## src/rtl/dp_pkg.sv

```systemverilog
package dp_pkg;
  localparam int ADDR_W = 44;
  localparam int DLEN_W = 16;
  localparam int CNT_W  = 5;
  localparam int ID_W   = 16;
  localparam int LEN_W  = DLEN_W + 4;

  typedef enum logic [3:0] {
    T_NULL = 4'd0,
    T_HDR  = 4'd1,
    T_SRC  = 4'd2,
    T_DST  = 4'd3,
    T_NEXT = 4'd5,
    T_MSRC = 4'd6,
    T_MDST = 4'd7
  } dtype_e;

  typedef struct packed {
    logic              is_hdr;
    logic              is_buf;
    logic              is_next;
    logic              is_bad;
    logic              is_dst;
    logic              is_mega;
    logic              hs;
    logic              he;
    logic [CNT_W-1:0]  cnt;
    logic [ID_W-1:0]   id;
    logic [ADDR_W-1:0] addr;
    logic [DLEN_W-1:0] dlen;
  } dfields_t;
endpackage

```

## src/rtl/dp_classify.sv

```systemverilog
module dp_classify
  import dp_pkg::*;
(
  input  logic [63:0] desc_i,
  output dfields_t    f_o
);
  logic [3:0] t;
  assign t = desc_i[63:60];

  always_comb begin
    f_o         = '0;
    f_o.hs      = desc_i[56];
    f_o.he      = desc_i[57];
    f_o.cnt     = desc_i[40:36];
    f_o.id      = desc_i[15:0];
    f_o.addr    = desc_i[ADDR_W-1:0];
    f_o.dlen    = desc_i[59:44];
    f_o.is_dst  = (t == T_DST) || (t == T_MDST);
    f_o.is_mega = (t == T_MSRC) || (t == T_MDST);
    case (t)
      T_NULL: ;
      T_HDR:  f_o.is_hdr = 1'b1;
      T_NEXT: f_o.is_next = 1'b1;
      T_SRC, T_DST, T_MSRC, T_MDST: f_o.is_buf = 1'b1;
      default: f_o.is_bad = 1'b1;
    endcase
  end
endmodule

```

## src/rtl/dp_frame.sv

```systemverilog
module dp_frame
  import dp_pkg::*;
(
  input  logic              clk_i,
  input  logic              rst_ni,
  input  logic              acc_i,
  input  dfields_t          f_i,
  output logic              redirect_valid_o,
  output logic [ADDR_W-1:0] redirect_addr_o,
  output logic              buf_valid_o,
  output logic              buf_is_dst_o,
  output logic [ADDR_W-1:0] buf_addr_o,
  output logic [LEN_W-1:0]  buf_len_o,
  output logic              req_start_o,
  output logic              req_end_o,
  output logic [ID_W-1:0]   req_id_o,
  output logic              err_o
);
  logic [CNT_W-1:0] rem_q;
  logic             open_q, last_q;
  logic [LEN_W-1:0] len_d;

  assign len_d = f_i.is_mega ? {f_i.dlen, 4'b0} : {4'b0, f_i.dlen};

  always_ff @(posedge clk_i or negedge rst_ni) begin
    if (!rst_ni) begin
      rem_q            <= '0;
      open_q           <= 1'b0;
      last_q           <= 1'b0;
      redirect_valid_o <= 1'b0;
      redirect_addr_o  <= '0;
      buf_valid_o      <= 1'b0;
      buf_is_dst_o     <= 1'b0;
      buf_addr_o       <= '0;
      buf_len_o        <= '0;
      req_start_o      <= 1'b0;
      req_end_o        <= 1'b0;
      req_id_o         <= '0;
      err_o            <= 1'b0;
    end else begin
      redirect_valid_o <= 1'b0;
      buf_valid_o      <= 1'b0;
      req_start_o      <= 1'b0;
      req_end_o        <= 1'b0;
      err_o            <= 1'b0;
      if (acc_i) begin
        if (f_i.is_next) begin
          redirect_valid_o <= 1'b1;
          redirect_addr_o  <= f_i.addr;
        end else if (f_i.is_hdr) begin
          if (rem_q != '0 || (!f_i.hs && !open_q)) begin
            err_o <= 1'b1;
          end else begin
            rem_q       <= f_i.cnt;
            last_q      <= f_i.he;
            req_id_o    <= f_i.id;
            req_start_o <= f_i.hs;
            if (f_i.cnt == '0 && f_i.he) begin
              req_end_o <= 1'b1;
              open_q    <= 1'b0;
            end else begin
              open_q    <= 1'b1;
            end
          end
        end else if (f_i.is_buf) begin
          if (rem_q == '0) begin
            err_o <= 1'b1;
          end else begin
            buf_valid_o  <= 1'b1;
            buf_is_dst_o <= f_i.is_dst;
            buf_addr_o   <= f_i.addr;
            buf_len_o    <= len_d;
            rem_q        <= rem_q - 1'b1;
            if (rem_q == CNT_W'(1) && last_q) begin
              req_end_o <= 1'b1;
              open_q    <= 1'b0;
            end
          end
        end else if (f_i.is_bad) begin
          err_o <= 1'b1;
        end
      end
    end
  end


  excl_chk: assert property (@(posedge clk_i) disable iff (!rst_ni)
    $onehot0({buf_valid_o, redirect_valid_o, err_o}));

  buf_dec_chk: assert property (@(posedge clk_i) disable iff (!rst_ni)
    buf_valid_o |-> (rem_q == $past(rem_q) - 1'b1));

  err_keep_chk: assert property (@(posedge clk_i) disable iff (!rst_ni)
    err_o |-> $stable(rem_q));

  end_close_chk: assert property (@(posedge clk_i) disable iff (!rst_ni)
    req_end_o |-> (!open_q && rem_q == '0));
endmodule

```

## src/rtl/desc_parser.sv

```systemverilog
module desc_parser
  import dp_pkg::*;
(
  input  logic              clk_i,
  input  logic              rst_ni,
  input  logic              desc_valid_i,
  input  logic [63:0]       desc_data_i,
  output logic              desc_ready_o,
  output logic              redirect_valid_o,
  output logic [ADDR_W-1:0] redirect_addr_o,
  output logic              buf_valid_o,
  output logic              buf_is_dst_o,
  output logic [ADDR_W-1:0] buf_addr_o,
  output logic [LEN_W-1:0]  buf_len_o,
  output logic              req_start_o,
  output logic              req_end_o,
  output logic [ID_W-1:0]   req_id_o,
  output logic              err_o
);
  dfields_t fields;
  logic     ready_q;

  always_ff @(posedge clk_i or negedge rst_ni) begin
    if (!rst_ni) ready_q <= 1'b0;
    else         ready_q <= 1'b1;
  end
  assign desc_ready_o = ready_q;

  dp_classify i_classify (
    .desc_i (desc_data_i),
    .f_o    (fields)
  );

  dp_frame i_frame (
    .clk_i            (clk_i),
    .rst_ni           (rst_ni),
    .acc_i            (desc_valid_i && ready_q),
    .f_i              (fields),
    .redirect_valid_o (redirect_valid_o),
    .redirect_addr_o  (redirect_addr_o),
    .buf_valid_o      (buf_valid_o),
    .buf_is_dst_o     (buf_is_dst_o),
    .buf_addr_o       (buf_addr_o),
    .buf_len_o        (buf_len_o),
    .req_start_o      (req_start_o),
    .req_end_o        (req_end_o),
    .req_id_o         (req_id_o),
    .err_o            (err_o)
  );


  ready_hold_chk: assert property (@(posedge clk_i) disable iff (!rst_ni)
    desc_ready_o |=> desc_ready_o);
endmodule

```

## config.mk

```make
export PLATFORM = sky130hd
export DESIGN_NAME = desc_parser
export DESIGN_NICKNAME = d
export VERILOG_FILES = /design/src/rtl/dp_pkg.sv /design/src/rtl/dp_classify.sv /design/src/rtl/dp_frame.sv /design/src/rtl/desc_parser.sv
export SDC_FILE = /design/constraint.sdc
export NUM_CORES = 1
export LEC_CHECK = 0
export ABC_AREA = 1
export BUFFER_PORTS_ARGS = -buffer_cell sky130_fd_sc_hd__buf_2
export CAP_MARGIN = 20
export CORE_ASPECT_RATIO = 0.6
export CORE_MARGIN = 10
export CORE_UTILIZATION = 51
export DETAILED_ROUTE_END_ITERATION = 6
export HOLD_SLACK_MARGIN = 0.08
export PLACE_DENSITY = 0.89
export REMOVE_ABC_BUFFERS = 1
export SLEW_MARGIN = 0
export SYNTH_ARGS = -nofsm -noshare
export SYNTH_HDL_FRONTEND = slang
export SYNTH_HIERARCHICAL = 1
export SYNTH_SLANG_ARGS = --single-unit
```

## constraint.sdc

```tcl
create_clock -name clk_i -period 2.1 [get_ports clk_i]
set_input_delay 0.21 -clock clk_i [delete_from_list [all_inputs] [get_ports clk_i]]
set_output_delay 0.21 -clock clk_i [all_outputs]
set_load 0.1 [all_outputs]
```

==> results.txt <==
The run gives 2420 ps as the required time of the worst setup path. The count of flip-flops with a built-in enable after synthesis works out to 0. The insertion delay to the later sink of the worst-skew pair was 410 ps; the transition time of the tightest slew-check pin was 829 ps. Once the floorplan was initialized, standard cells occupied 52.1% of the core. Buffers added to address setup during post-CTS repair amount to 0.

Across the routed clock network, the largest skew measured is 11.9 ps. I/O pin total: 198. The number of diodes added for antenna fixing came out at 0. After floorplanning, the core was sized to cover 12000 µm². Global routing consumed, over all layers together, 19.2% of the routing resources.

After global routing the overflow that remains totals 0. TritonCTS built the clock tree. The tools report the initial antenna violation count as 0. The worst setup path is launched from a flip-flop.

The largest single stage delay on the critical path is 410 ps. Measured along the y axis, the die boundary spans 106 µm. By instance count, the leading cell after synthesis is nand2_1. After clock tree synthesis, the clock-pin slew on the worst setup and hold paths is 60 ps.

The cell count after synthesis came out at 701. After routing, the total negative slack on setup checks comes to 0 ps. By area the synthesized netlist is led by dfrtp_1, nand2_1, buf_4. Cell type with the highest occurrence count on the critical path: inv_1.

The master cell of the clock root buffer was clkbuf_16. In this run the horizontal extent of the chip is 163 µm. The depth of the most critical reg-to-reg path was 9. Counting both buffers and inverters, the worst setup path holds a total of 3.

The run finished with clean final reports. From synthesis to final layout, the design area changed by 24.1%. Setup repair after global routing left no endpoint under its margin. Counting flops and latches in the post-synthesis netlist gives 138.

The tightest slew margin relative to the limit came out at 44.7%. The floorplan die area is 17300 µm². The run gives 922 as the final-stage net count. After detailed routing, the average wire length per cell comes to 16.0 µm. The number of detailed-route iterations in the first pass is 5, and the worst hold path cell count is 3. The tools report the weighted congestion at the end of routability-driven global placement as 0.863. Among cell families on the critical path, the largest total delay comes from buffers and inverters.

The critical path crosses 9 cells after its start point. For this block, the initial DRC count from the detailed router was 462. The total instance count after detailed placement is 959, and the minimum clock period after layout is 1780 ps. The tools report the remaining design rule violation count as 0.

The first global-routing pass estimated 26700 µm of wire. The prevailing post-synth register cell is dfrtp_1. Yosys printed 6 warnings. The number of routed nets with antenna violations came out at 0.

Largest net degree at the start of global routing: 90. The run gives 0 as the max-cap violation count. The wire-length estimate of the detail-placed layout is 11600 µm. The tools report the proportion of synthesized chip area in sequential cells as 55.1%.

Data arrives at the worst endpoint at 2100 ps. The number of port buffers was 197. The maximum clock path buffer count is 2. Final period utilization: 84.8%. The number of max-slew violations in the final report came out at 0. Averaged over all synthesized cells, the footprint is 8.94 µm². For this run, asynchronously set or reset flops after synthesis account for 100%.

STA classifies the critical path endpoint as a flip-flop. In this run, post-CTS hold repair placed 40 buffers. After floorplanning, the core was divided into 31 placement rows. For the post-CTS resize count, the log shows 0. The routed design has 16500 µm of wire.

The maximum net fanout on the critical path was 26. The slowest library cell on the worst path is dfrtp_1. For the number of global-route vias before repair, the log shows 5071. The run gives 27 as the count of cell types in the netlist. The number of clock buffers added by TritonCTS is 17. The via total after detailed routing is 4972, and the post-synthesis instance area is 6260 µm².

Walking the worst path, the cells encountered are inv_1 -> ha_1 -> inv_1 -> nor2_4 -> nand2_2 -> nand3_4 -> buf_4 -> nand2_1 -> o21ai_0. Leaving out filler cells and counting taps, the final layout contains 1031. The class of the most critical setup path is flip-flop to flip-flop.

Fraction of final layout cells with drive strength greater than 1: 29.1%. The setup violation total in the final timing report came out at 0. The tightest min-delay check is of the primary input to flip-flop type. In the routed layout, each cell is associated on average with a via count of 4.82. The worst hold slack is 91.9 ps.

The H-tree was split into 4 levels. For this design, the sink count on the clock tree is 138. For the maximum achievable frequency, the log shows 562 MHz. Ranked by instance count, the synthesized netlist is headed by nand2_1, dfrtp_1, o21ai_0.

dfrtp_1 takes more of the synthesized area than any other cell. Cells fill 64.7% of the core in the end. The number of failing hold endpoints at the final stage is 0. Of the post-synthesis cell area, the dominant cell type holds 55.1%.
-- layout by cell type (no fill, tap or decap), types with 8 or more instances in the layout --
cell           count
dfrtp_1          138
clkbuf_16         17
nand3_1           28
o31ai_1           12
nand2_1          186
o21ai_1           11
inv_1             64
buf_2            196
buf_4              8
dlygate4sd3_1     40
nor2_1            35
o21ai_0           89
-- worst register-to-register path, cell delays in order, from the launching register on --
cell	delay (ps)
dfrtp_1	410
inv_1	110
ha_1	210
inv_1	80
nor2_4	130
nand2_2	110
nand3_4	140
buf_4	300
nand2_1	100
o21ai_0	100
-- through the flow --
stage                     instance area, µm²  worst slack, ps
after detailed placement                6770              344
after floorplan                         5450             -719
after global placement                  6770              400
final                                   7770              319
after global routing                    7770              166
after CTS                               7770              320
-- layer usage --
layer  up-vias  track usage, %  wire (µm)  share of wire [%]
met5         -               0          0                  0
met1      2321            24.9       7440                 45
met2       203            30.2       7530                 46
met3        17            6.99       1410                8.5
li1       2431               -          -                  -
met4         0            4.49        144               0.87
-- logic make-up after synthesis --
kind of cell / share of synthesized area, %
AO/OA/AOI/OAI: 9.71
adder cells (fa/ha/maj): 0.399
buffers and inverters: 16.9
flip-flops: 55.1
other: 0.0599
AND/OR/NAND/NOR: 17.8
-- path summary, 6_finish.rpt --
| path | slack [ps] | end | start |
|---|---|---|---|
| setup / recovery | 320 | i_frame/buf_addr_o[27] | i_frame/rem_q[0] |
| max in group asynchronous | 1150 | i_frame/req_start_o | rst_ni |
| hold / removal | 90 | i_frame/buf_addr_o[41] | desc_data_i[41] |
| min in group asynchronous | 280 | i_frame/redirect_addr_o[43] | rst_ni |
| hold reg to reg | 470 | i_frame/req_id_o[12] | i_frame/req_id_o[12] |
| setup reg to reg | 320 | i_frame/buf_addr_o[27] | i_frame/rem_q[0] |
-- layout make-up --
type,instances,area (µm²)
Fill cell,967,4250
Sequential cell,138,3450
Multi-Input combinational cell,383,1760
Timing Repair Buffer,248,1510
Clock buffer,18,439
Inverter,65,244
Tap cell,165,206
Clock inverter,14,163
-- sequential cells by signal, summed over array words and instances (netlist names) --
signal                    count
desc_ready_o                  1
i_frame/buf_valid_o           1
i_frame/buf_addr_o           44
i_frame/rem_q                 5
i_frame/redirect_valid_o      1
i_frame/buf_len_o            20
i_frame/req_start_o           1
i_frame/redirect_addr_o      44
i_frame/req_end_o             1
i_frame/last_q                1
i_frame/err_o                 1
i_frame/buf_is_dst_o          1
i_frame/req_id_o             16
i_frame/open_q                1
Power is not shown: default switching activity piles up to over one toggle a cycle in this logic, so the estimate is an artifact.
